**config.mk**
```make
export PLATFORM = sky130hd
export DESIGN_NAME = cpd_detector
export DESIGN_NICKNAME = d
export VERILOG_FILES = /design/src/rtl/cpd_pkg.sv /design/src/rtl/cpd_sync.sv /design/src/rtl/cpd_socket_mon.sv /design/src/rtl/cpd_event_fifo.sv /design/src/rtl/cpd_detector.sv
export SDC_FILE = /design/constraint.sdc
export NUM_CORES = 1
export LEC_CHECK = 0
export BUFFER_PORTS_ARGS = -buffer_cell sky130_fd_sc_hd__buf_2
export CORE_AREA = 2 2 102 104
export DETAILED_ROUTE_END_ITERATION = 6
export DIE_AREA = 0 0 104 106
export GPL_TIMING_DRIVEN = 0
export PLACE_DENSITY = 0.63
export RECOVER_POWER = 50
export SETUP_SLACK_MARGIN = 0.15
export SLEW_MARGIN = 20
export SYNTH_ARGS = -nofsm -noshare
export SYNTH_HDL_FRONTEND = slang
export SYNTH_SLANG_ARGS = --single-unit
```
**constraint.sdc**
```tcl
create_clock -name clk -period 3.6 [get_ports clk]
set_input_delay 0.18 -clock clk [delete_from_list [all_inputs] [get_ports clk]]
set_output_delay 0.18 -clock clk [all_outputs]
set_load 0.02 [all_outputs]
```
**src/rtl/cpd_pkg.sv**
```systemverilog
// Shared constants for the card presence event detector.
// Assumes a fixed 7-bit status layout per socket. The bit positions are
// visible to software through the flattened status output.
package cpd_pkg;
    localparam int ST_W   = 7;
    localparam int ST_DET = 0;
    localparam int ST_BV1 = 1;
    localparam int ST_BV2 = 2;
    localparam int ST_RDY = 3;
    localparam int ST_WP  = 4;
    localparam int ST_TMO = 5;
    localparam int ST_CIO = 6;

    typedef enum logic {
        EV_INSERT = 1'b0,
        EV_REMOVE = 1'b1
    } ev_kind_e;
endpackage

```
**src/rtl/cpd_sync.sv**
```systemverilog
// Multi-stage flop synchroniser for a vector of asynchronous levels.
// Assumes each bit is independent, so no bus coherency is needed, and that
// STAGES >= 1.
module cpd_sync #(
    parameter int WIDTH  = 1,
    parameter int STAGES = 2
) (
    input  logic             clk,
    input  logic             rst_n,
    input  logic [WIDTH-1:0] d,
    output logic [WIDTH-1:0] q
);
    logic [WIDTH-1:0] chain [STAGES];

    for (genvar g = 0; g < STAGES; g++) begin : g_stage
        if (g == 0) begin : g_first
            // Capture the raw input into the first stage.
            always_ff @(posedge clk) begin
                if (!rst_n) chain[g] <= '0;
                else        chain[g] <= d;
            end
        end else begin : g_rest
            // Pass the value along the chain.
            always_ff @(posedge clk) begin
                if (!rst_n) chain[g] <= '0;
                else        chain[g] <= chain[g-1];
            end
        end
    end

    assign q = chain[STAGES-1];
endmodule

```
**src/rtl/cpd_socket_mon.sv**
```systemverilog
// Per-socket monitor. It synchronises the socket pins, detects level
// changes, keeps the write-one-to-clear status register and the occupied
// flag, and raises insertion or removal requests. It assumes the top grants
// at most one request per cycle and only a request that is raised.
module cpd_socket_mon
    import cpd_pkg::*;
#(
    parameter int SYNC_STAGES = 2
) (
    input  logic            clk,
    input  logic            rst_n,
    input  logic            cd_a,
    input  logic            cd_b,
    input  logic            bv1,
    input  logic            bv2,
    input  logic            rdy,
    input  logic            wp,
    input  logic            acc_to,
    input  logic            card_io,
    input  logic            ack_wr,
    input  logic [ST_W-1:0] ack_bits,
    input  logic            grant,
    output logic            ins_req,
    output logic            rem_req,
    output logic            occ,
    output logic [ST_W-1:0] st_q,
    output logic            bat_alert,
    output logic            card_irq,
    output logic            spurious
);
    localparam int LVL_W = 6;
    localparam int IN_W  = LVL_W + 2;

    logic [IN_W-1:0]  raw_in;
    logic [IN_W-1:0]  syn;
    logic [LVL_W-1:0] prev_lvl;
    logic [LVL_W-1:0] lvl_edge;
    logic [ST_W-1:0]  st_set;
    logic [ST_W-1:0]  st_clr;

    assign raw_in = {card_io, acc_to, wp, rdy, bv2, bv1, cd_b, cd_a};

    cpd_sync #(.WIDTH(IN_W), .STAGES(SYNC_STAGES)) u_sync (
        .clk   (clk),
        .rst_n (rst_n),
        .d     (raw_in),
        .q     (syn)
    );

    // Hold last cycle's synchronised levels for change detection.
    always_ff @(posedge clk) begin
        if (!rst_n) prev_lvl <= '0;
        else        prev_lvl <= syn[LVL_W-1:0];
    end

    assign lvl_edge = syn[LVL_W-1:0] ^ prev_lvl;

    // Map each detected condition onto its status bit.
    always_comb begin
        st_set         = '0;
        st_set[ST_DET] = lvl_edge[0] | lvl_edge[1];
        st_set[ST_BV1] = lvl_edge[2];
        st_set[ST_BV2] = lvl_edge[3];
        st_set[ST_RDY] = lvl_edge[4];
        st_set[ST_WP]  = lvl_edge[5];
        st_set[ST_TMO] = syn[6];
        st_set[ST_CIO] = syn[7];
    end

    assign st_clr = ack_wr ? ack_bits : '0;

    // Status register: clear on acknowledge, new conditions win.
    always_ff @(posedge clk) begin
        if (!rst_n) st_q <= '0;
        else        st_q <= (st_q & ~st_clr) | st_set;
    end

    assign ins_req = syn[0] & syn[1] & ~occ;
    assign rem_req = ~syn[0] & ~syn[1] & occ;

    // Occupied flag follows granted insertion or removal requests.
    always_ff @(posedge clk) begin
        if (!rst_n)                  occ <= 1'b0;
        else if (grant && ins_req)   occ <= 1'b1;
        else if (grant && rem_req)   occ <= 1'b0;
    end

    assign bat_alert = (st_q[ST_BV1] | st_q[ST_BV2]) & ~st_q[ST_DET];
    assign card_irq  = st_q[ST_CIO] & occ;
    assign spurious  = st_q[ST_CIO] & ~occ;

    // a set condition is visible on the next cycle despite any ack.
    p_status_set_wins_r5: assert property (@(posedge clk) disable iff (!rst_n)
        (st_set != '0) |=> ((st_q & $past(st_set)) == $past(st_set)));

    // the occupied flag changes only in a granted cycle.
    p_occ_needs_grant_r1: assert property (@(posedge clk) disable iff (!rst_n)
        !$stable(occ) |-> $past(grant));
endmodule

```
**src/rtl/cpd_event_fifo.sv**
```systemverilog
// Event queue with a single push and a single pop port. It assumes push
// data is a flat {kind, socket} word. When full, a push without a
// simultaneous pop is discarded and a sticky overflow flag is set.
module cpd_event_fifo #(
    parameter int DEPTH = 8,
    parameter int DW    = 2
) (
    input  logic          clk,
    input  logic          rst_n,
    input  logic          push,
    input  logic [DW-1:0] push_data,
    input  logic          pop,
    output logic          valid,
    output logic [DW-1:0] head,
    output logic          ovf
);
    localparam int PW = (DEPTH > 1) ? $clog2(DEPTH) : 1;
    localparam int CW = $clog2(DEPTH + 1);
    localparam logic [CW-1:0] FULL_CNT = CW'(DEPTH);
    localparam logic [PW-1:0] LAST_PTR = PW'(DEPTH - 1);

    logic [DW-1:0] mem [DEPTH];
    logic [PW-1:0] wr_ptr;
    logic [PW-1:0] rd_ptr;
    logic [CW-1:0] count;
    logic          do_pop;
    logic          do_push;

    assign do_pop  = pop && (count != '0);
    assign do_push = push && ((count != FULL_CNT) || do_pop);

    // Storage write at the tail.
    always_ff @(posedge clk) begin
        if (do_push) mem[wr_ptr] <= push_data;
    end

    // Pointer and occupancy bookkeeping.
    always_ff @(posedge clk) begin
        if (!rst_n) begin
            wr_ptr <= '0;
            rd_ptr <= '0;
            count  <= '0;
        end else begin
            if (do_push) wr_ptr <= (wr_ptr == LAST_PTR) ? '0 : wr_ptr + 1'b1;
            if (do_pop)  rd_ptr <= (rd_ptr == LAST_PTR) ? '0 : rd_ptr + 1'b1;
            case ({do_push, do_pop})
                2'b10:   count <= count + 1'b1;
                2'b01:   count <= count - 1'b1;
                default: count <= count;
            endcase
        end
    end

    // Sticky overflow on a discarded event.
    always_ff @(posedge clk) begin
        if (!rst_n)                 ovf <= 1'b0;
        else if (push && !do_push)  ovf <= 1'b1;
    end

    assign valid = (count != '0);
    assign head  = mem[rd_ptr];

    p_count_bound_r11: assert property (@(posedge clk) disable iff (!rst_n)
        count <= FULL_CNT);

    p_drop_when_full_r11: assert property (@(posedge clk) disable iff (!rst_n)
        (count == FULL_CNT && push && !pop) |=> (count == FULL_CNT && ovf));

    p_pop_shrinks_r4: assert property (@(posedge clk) disable iff (!rst_n)
        (pop && valid && !push) |=> (count == $past(count) - 1'b1));
endmodule

```
**src/rtl/cpd_detector.sv**
```systemverilog
// Top of the card presence event detector. It instantiates one monitor per
// socket, grants event requests lowest socket first (one per cycle), and
// queues the events. It assumes the host pops only while evt_valid is high,
// though a pop on an empty queue is ignored.
module cpd_detector
    import cpd_pkg::*;
#(
    parameter int  NUM_SOCK    = 2,
    parameter int  FIFO_DEPTH  = 8,
    parameter int  SYNC_STAGES = 2,
    localparam int ST_TOT      = NUM_SOCK * ST_W,
    localparam int SOCK_W      = (NUM_SOCK > 1) ? $clog2(NUM_SOCK) : 1
) (
    input  logic                clk,
    input  logic                rst_n,
    input  logic [NUM_SOCK-1:0] cd_a,
    input  logic [NUM_SOCK-1:0] cd_b,
    input  logic [NUM_SOCK-1:0] bv1,
    input  logic [NUM_SOCK-1:0] bv2,
    input  logic [NUM_SOCK-1:0] rdy,
    input  logic [NUM_SOCK-1:0] wp,
    input  logic [NUM_SOCK-1:0] acc_to,
    input  logic [NUM_SOCK-1:0] card_io,
    input  logic                ack_wr,
    input  logic [ST_TOT-1:0]   ack_mask,
    input  logic [ST_TOT-1:0]   irq_en,
    input  logic                evt_pop,
    output logic                evt_valid,
    output logic                evt_kind,
    output logic [SOCK_W-1:0]   evt_sock,
    output logic                evt_ovf,
    output logic [NUM_SOCK-1:0] occupied,
    output logic [ST_TOT-1:0]   stat_flags,
    output logic                stat_irq,
    output logic [NUM_SOCK-1:0] bat_alert,
    output logic [NUM_SOCK-1:0] card_irq,
    output logic [NUM_SOCK-1:0] spurious
);
    localparam int EV_W = SOCK_W + 1;

    logic [NUM_SOCK-1:0] ins_req;
    logic [NUM_SOCK-1:0] rem_req;
    logic [NUM_SOCK-1:0] grant;
    logic                push;
    logic                push_kind;
    logic [SOCK_W-1:0]   push_sock;
    logic [EV_W-1:0]     head;

    for (genvar s = 0; s < NUM_SOCK; s++) begin : g_sock
        cpd_socket_mon #(.SYNC_STAGES(SYNC_STAGES)) u_mon (
            .clk       (clk),
            .rst_n     (rst_n),
            .cd_a      (cd_a[s]),
            .cd_b      (cd_b[s]),
            .bv1       (bv1[s]),
            .bv2       (bv2[s]),
            .rdy       (rdy[s]),
            .wp        (wp[s]),
            .acc_to    (acc_to[s]),
            .card_io   (card_io[s]),
            .ack_wr    (ack_wr),
            .ack_bits  (ack_mask[s*ST_W +: ST_W]),
            .grant     (grant[s]),
            .ins_req   (ins_req[s]),
            .rem_req   (rem_req[s]),
            .occ       (occupied[s]),
            .st_q      (stat_flags[s*ST_W +: ST_W]),
            .bat_alert (bat_alert[s]),
            .card_irq  (card_irq[s]),
            .spurious  (spurious[s])
        );
    end

    // Fixed-priority scan: the lowest-numbered requesting socket wins.
    always_comb begin
        grant     = '0;
        push      = 1'b0;
        push_kind = EV_INSERT;
        push_sock = '0;
        for (int s = 0; s < NUM_SOCK; s++) begin
            if (!push && (ins_req[s] || rem_req[s])) begin
                push      = 1'b1;
                grant[s]  = 1'b1;
                push_kind = rem_req[s] ? EV_REMOVE : EV_INSERT;
                push_sock = SOCK_W'(s);
            end
        end
    end

    cpd_event_fifo #(.DEPTH(FIFO_DEPTH), .DW(EV_W)) u_fifo (
        .clk       (clk),
        .rst_n     (rst_n),
        .push      (push),
        .push_data ({push_kind, push_sock}),
        .pop       (evt_pop),
        .valid     (evt_valid),
        .head      (head),
        .ovf       (evt_ovf)
    );

    assign evt_kind = head[EV_W-1];
    assign evt_sock = head[SOCK_W-1:0];
    assign stat_irq = |(stat_flags & irq_en);

    p_grant_onehot_r9: assert property (@(posedge clk) disable iff (!rst_n)
        $onehot0(grant));

    p_ins_sets_occ_r1: assert property (@(posedge clk) disable iff (!rst_n)
        (push && push_kind == EV_INSERT) |=> occupied[$past(push_sock)]);

    p_rem_clears_occ_r2: assert property (@(posedge clk) disable iff (!rst_n)
        (push && push_kind == EV_REMOVE) |=> !occupied[$past(push_sock)]);
endmodule

```
==> results of run 1 <==
==> worst min-delay path by stage <==
| stage | endpoint | slack, ps | cells after the start |
|---|---|---|---|
| after floorplan | g_sock[0].u_mon.u_sync.chain[0][0] | 310 | 1 |
| after global placement | g_sock[1].u_mon.u_sync.chain[0][7] | 390 | 2 |
| after detailed placement | g_sock[1].u_mon.u_sync.chain[0][4] | 390 | 2 |
| after CTS | g_sock[1].u_mon.u_sync.chain[0][4] | 8 | 2 |
| after global routing | g_sock[0].u_mon.u_sync.chain[0][4] | 5 | 2 |
| final | g_sock[1].u_mon.u_sync.chain[0][7] | 20 | 2 |
==> metal layers <==
metal	wire (µm)	vias up	share of wire, %
li1	-	1227	-
met1	2980	1114	44
met2	3470	50	51
met3	320	6	4.7
met4	64	0	0.94
met5	0	-	0
==> area by class of cell <==
cell class / count / area share (%)
multi-input cells: 199 / 32.1
plain buffers: 17 / 2.27
inverters: 5 / 0.515
clock buffers: 10 / 3.33
repair buffers: 75 / 8.97
clock inverters: 6 / 1.15
flip-flops and latches: 90 / 47.5
well taps: 136 / 4.12
==> kinds of logic (layout without fill, tap and decap cells) <==
| kind of cell | count (synthesis) | after routing | share of synthesized area, % |
|---|---|---|---|
| flops | 90 | 90 | 57.7 |
| compound gates | 44 | 44 | 7.91 |
| fa+ha+maj | 7 | 7 | 2.57 |
| simple gates | 122 | 122 | 19.8 |
| buf+inv | 22 | 113 | 3.38 |
| mux | 11 | 11 | 4.78 |
| xor+xnor | 15 | 15 | 3.86 |
==> flip-flops by register name, indices dropped and copies added, names as in the netlist, named ones only <==
register,flops
g_sock.u_mon.prev_lvl,12
u_fifo.rd_ptr,3
g_sock.u_mon.st_q,14
u_fifo.ovf,1
u_fifo.count,4
u_fifo.wr_ptr,3
g_sock.u_mon.occ,2
g_sock.u_mon.u_sync.chain,32
u_fifo.mem,16
==> placed cells by master, fill, tap and decap left out, types with 2 or more instances in the layout <==
cell type  Yosys  layout
a21oi_1       25      25
a221oi_1       2       2
a22oi_1        4       4
and2_0         0      19
and2_1        45      26
buf_2          0      66
buf_4          8       8
clkbuf_1       9      17
clkbuf_8       0      10
clkinv_2       0       2
dfxtp_1       74      74
edfxtp_1      16      16
ha_1           7       7
inv_1          4       4
inv_6          0       2
mux2_2         2       2
mux2i_1        5       5
mux4_2         4       4
nand2_1       28      28
nand2b_1       3       3
nand3_1        2       2
nor2_1        23      23
nor2b_1        2       2
nor3_1         2       2
nor3b_1        2       2
nor4_1         3       3
nor4b_2        4       4
o21ai_0        5       5
o22ai_1        2       2
or3_1          3       3
xnor2_1        2       2
xor2_1        13      13
==> stage by stage <==
| step | util (%) | cell area, µm² |
|---|---|---|
| 3_5_place_dp | 39.4 | 3940 |
| 6_report | 41.3 | 4130 |
| 4_1_cts | 41.3 | 4130 |
| 2_1_floorplan | - | 3400 |
| 3_3_place_gp | 39.4 | 3940 |
| 5_1_grt | 41.3 | 4130 |
==> worst register-to-register path, cell delays in order (launching register included) <==
cell and delay, ps:
dfxtp_1 450, nor3b_1 360, a21oi_1 160, a21oi_4 290, inv_4 120, ha_1 300, xor2_1 170, ha_1 180
a21oi_1 140, xor2_1 90, or3_1 300, a21oi_1 130
==> power breakdown <==
part	leakage, nW	switching, mW	internal [mW]	total [mW]
sequential	0.755	0.0388	1.07	1.10
clock	0.0989	0.367	0.278	0.645
combinational	0.896	0.141	0.119	0.260
==> flow_summary.ini, run 1 <==
[status]
status = finished, final reports clean

[global_route]
grt_max_degree = 17
gr-usage-met3_pct = 4.60
antenna_found_initial = 0
gr-usage-met2_pct = 22.7
gr-usage-met1_pct = 15.1
overflow = 0
grt_usage_pct = 13.0
first_global_vias = 2354
grt_pass1_wl_um = 11100
grt.busiest_layer = met2

[drt]
drcViolationCount = 0
wl_per_cell_um = 12.7
drtAntennaViolNets = 0
drtIter0Drc = 48
vias = 2397
wl_um = 6830
firstDrtPassIters = 4
viasPerCell = 4.46

[synth]
syn_inst = 311
yosys-top-cells-area = dfxtp_1, edfxtp_1, and2_1, a21oi_1, xor2_1
ys_types = 39
synth_area_leader_cell = dfxtp_1
yosys.area.top_type_share_pct = 43.5
yosysSeqAreaShare_pct = 57.7
synth_common_cells = dfxtp_1, and2_1, nand2_1
yosys_warnings = 0
synthFlopType = dfxtp_1
synth_nets = 366
ys_seq_elements = 90
syn-mean-instance-area_um2 = 10.9
synth.cell_area_um2 = 3400
synth_edf_count = 16
synth.most_common_cell = dfxtp_1
synthArstFlopShare_pct = 0

[cts]
path_clk_slew_ps = 100
cts_max_path_buffers = 2
root_buffer = clkbuf_8
htree_levels = 3
numCtsBuffers = 9
ctsResizeCount = 0
insertion_delay_ps = 360
cts_num_sinks = 90
cts_tree = done
cts-hold-fix-buffers = 0
cts_setup_buffers = 0

[worst_setup_path]
startpoint = g_sock[1].u_mon.occ
arrival_ps = 3070
path_buf_inv = 1
reg2reg_to = u_fifo.count[2]
ff2ff_setup_slack_ps = 820
r2r_cells = 11
crit_slowest_cell = dfxtp_1
critical_path_class = flop to flop
r2r_start = g_sock[1].u_mon.occ
worst-path-stages = 11
worst_setup_path_start_kind = flop
cp.required_ps = 3890
worstSetupEndpoint = u_fifo.count[2]
critPathMaxFanout = 10
path_cells = nor3b_1, a21oi_1, a21oi_4, inv_4, ha_1, xor2_1, ha_1, a21oi_1, xor2_1, or3_1, a21oi_1
endpoint_kind = flop
cpPeakStageDelay_ps = 450
cp_common_cell = a21oi_1
crit_family = compound AO/OA/AOI/OAI gates

[placed_design]
pre_cts_slack_ps = 835
placed_cells = 521
dp_hpwl_um = 5210
place_congestion = 0.766
portBuffers = 74

[job]
maxCapViolations = 0

[sta]
hold_viol_final = 0
finalWorstSetupSlack_ps = 820
period_share_pct = 77.2
maxSlewViolCount = 0
worst_slew_pin_slew_ps = 631
fin_crit_ps = 2780
setup_viol = 0
relSlewSlack_pct = 57.6
hold_slack_ps = 21.1
rsz0062_at_grt = no
timing.fmax_ghz = 0.360
finalSetupTns_ps = 0
fin_skew_ps = 11.9

[floorplanning]
start_util_pct = 34.0
num_io_pins = 75
dieWidth_um = 104
row_count = 37
die_y_um = 106
dieArea_um2 = 11000
core_um2 = 10000

[power]
leakage_nw = 1.75
power.density_nw_per_um2 = 487
power_mw = 2.01
peakVddDrop_mv = 0.271

[finish]
insertedDiodeCount = 0
fin_cells = 538
final_nets = 452
seqCellArea_um2 = 1960
drive_gt1_share_pct = 25.6
n_fill_cell = 1044
multi_input_area_um2 = 1330
area_delta_synth_final_pct = 21.3

[worst_hold_path]
worstHoldStart = card_io[1]
worstHoldPathType = primary input to flop
(Power assumes the default switching activity.)
==> inputs of run 2 (changes only) <==
ABC_AREA = 1   (was not set)
CORE_AREA = 2 2 103 105   (was 2 2 102 104)
DIE_AREA = 0 0 105 107   (was 0 0 104 106)
PLACE_DENSITY = 0.65   (was 0.63)
clock period = 2.49 ns   (was 3.6 ns; I/O delays follow)
==> run 2 against run 1 <==
  * Synthesized area up 2.6%
  * Sequential cell count unchanged
  * Maximum frequency up 34%
  * Sequential share of layout area down 2.4 points
  * Via count up 14%
  * Critical path depth up 2
  * Sequential power up 52%
==> flow_summary.ini, run 2 <==
[status]
status = finished, final reports clean

[worst_setup_path]
r2r_cells = 13
worst_setup_path_start_kind = flop
ff2ff_setup_slack_ps = 410
crit_family = simple AND/OR/NAND/NOR gates
startpoint = g_sock[0].u_mon.occ
path_buf_inv = 3
crit_slowest_cell = dfxtp_1
cp.required_ps = 2750
reg2reg_to = u_fifo.count[2]
endpoint_kind = flop
path_cells = inv_1, nand3_2, nand4_2, nand2_2, ha_1, nand2_1, inv_1, nor2_1, ha_1, a21oi_1, xnor2_1, o21ai_0, inv_1
cpPeakStageDelay_ps = 430
arrival_ps = 2340
critPathMaxFanout = 6
cp_common_cell = inv_1
critical_path_class = flop to flop
r2r_start = g_sock[0].u_mon.occ

[power]
power.density_nw_per_um2 = 758
peakVddDrop_mv = 0.418
leakage_nw = 2.25

[sta]
finalWorstSetupSlack_ps = 409
hold_slack_ps = 27.5
fin_crit_ps = 2080
relSlewSlack_pct = 59.0
timing.fmax_ghz = 0.481
setup_viol = 0
rsz0062_at_grt = no
maxSlewViolCount = 0
period_share_pct = 83.6
fin_skew_ps = 10.1
finalSetupTns_ps = 0
worst_slew_pin_slew_ps = 615
hold_viol_final = 0

[drt]
drcViolationCount = 0
wl_per_cell_um = 11.0
drtIter0Drc = 111
drtAntennaViolNets = 0
wl_um = 7260
viasPerCell = 4.12
vias = 2721
firstDrtPassIters = 4

[floorplanning]
num_io_pins = 75
core_um2 = 10100
start_util_pct = 34.6
die_y_um = 107
dieWidth_um = 105
dieArea_um2 = 11200
row_count = 37

[global_route]
overflow = 0
grt_usage_pct = 13.5
first_global_vias = 2667
grt_max_degree = 16
antenna_found_initial = 0
grt_pass1_wl_um = 11700

[cts]
numCtsBuffers = 9
root_buffer = clkbuf_8
path_clk_slew_ps = 90
cts_max_path_buffers = 2
cts_num_sinks = 90
htree_levels = 3
insertion_delay_ps = 360
cts_tree = done

[worst_hold_path]
worstHoldPathType = primary input to flop
hold_path_end = g_sock[0].u_mon.st_q[1]
worstHoldStart = ack_mask[1]
hold_depth = 4

[finish]
final_cell_mix = nand2_1, dfxtp_1, inv_1
area_delta_synth_final_pct = 24.8
layout_commonest_cell = nand2_1
drive_gt1_share_pct = 17.9
insertedDiodeCount = 0
stdcell_area_um2 = 4350
largestRegisters = g_sock.u_mon.u_sync.chain: 32 flops, u_fifo.mem: 16 flops, g_sock.u_mon.st_q: 14 flops
largest-register = g_sock.u_mon.u_sync.chain
final_nets = 575
largest_register_ffs = 32

[synth]
ys_seq_elements = 90
yosys-top-cells-area = dfxtp_1, edfxtp_1, nand2_1, inv_1, nor2_1
ys_types = 25
yosysSeqAreaShare_pct = 56.2
synthArstFlopShare_pct = 0
synth.most_common_cell = nand2_1
syn_inst = 420
synth.cell_area_um2 = 3490
synth_edf_count = 16
synthFlopType = dfxtp_1
synth_area_leader_cell = dfxtp_1
synth_nets = 475
synth_common_cells = nand2_1, dfxtp_1, inv_1
yosys.area.top_type_share_pct = 42.5
yosys_warnings = 0
syn-mean-instance-area_um2 = 8.31

[placed_design]
portBuffers = 73
dp_hpwl_um = 5280
place_congestion = 0.752
place_area_um2 = 4030
pre_cts_slack_ps = 454

[job]
maxCapViolations = 0
## run 2: cell count changes in the layout (fill, tap and decap cells not counted), moves of 11 or more
cell           before  now
dlygate4sd3_1       1   16
and2_0             19    0
xor2_1             13    0
and2_1             26    0
nand2_1            28  116
xnor2_1             2   14
o21ai_0             5   16
nor2_1             23   44
inv_1               4   71
## run 2: through the flow
stage | std cells | power [mW] | utilization [%]
floorplan | 420 | 2.18 | -
global placement | 629 | 2.37 | 39.9
detailed placement | 629 | 2.39 | 39.9
CTS | 661 | 3.34 | 43.3
global route | 661 | 3.50 | 43.1
finish | 661 | 3.30 | 43.1
## run 2: worst max-delay path by stage
stage / slack [ps] / to / cells after the start
after floorplan: 570 / u_fifo.count[2] / 13
after global placement: 520 / u_fifo.count[2] / 13
after detailed placement: 450 / u_fifo.count[2] / 13
after CTS: 360 / u_fifo.count[2] / 13
after global routing: 170 / u_fifo.count[2] / 13
final: 410 / u_fifo.count[2] / 13
## run 2: power by group
part	internal [mW]	leakage [nW]	switching (mW)
Sequential	1.59	0.757	0.0866
Combinational	0.283	1.40	0.416
Clock	0.424	0.0958	0.501
## run 2: area by class of cell
type	instances	area [µm²]
Sequential cell	90	1960
Clock inverter	4	25.0
Buffer	18	98.8
Timing Repair Buffer	89	515
Tap cell	136	170
Clock buffer	12	156
Multi-Input combinational cell	241	1160
Fill cell	1046	5740
Inverter	71	267
## run 2: worst register-to-register path, stage by stage, from the launching register on
cell and delay, ps:
dfxtp_1 430, inv_1 80, nand3_2 100, nand4_2 130
nand2_2 140, ha_1 220, nand2_1 70, inv_1 80
nor2_1 60, ha_1 190, a21oi_1 180, xnor2_1 100
o21ai_0 150, inv_1 50
## run 2: cell families after synthesis
family,after synthesis,share of synthesized area (%)
AOI/OAI and AO/OA,42,6.38
DFF,90,56.2
and+or+nand+nor,176,20.3
muxes,2,0.574
adders and majority gates,7,2.51
xor gates and xnor gates,14,3.51
buffers and inverters,89,10.5
## run 2: timing repair
item	4_1_cts	5_1_grt
endpoints found under the hold margin	16	0
setup buffers	0	0
hold buffers	16	0
gates resized for setup	0	1
setup endpoints to repair	0	1
## run 2: per-layer routing
metal / share of wire [%] / track usage, % / wire length [µm] / vias up
met5: 0 / 0 / 0 / -
met4: 1.9 / 6.00 / 136 / 0
met3: 4.6 / 3.65 / 331 / 11
met2: 48 / 24.9 / 3510 / 61
met1: 45 / 14.4 / 3290 / 1171
li1: - / - / - / 1478
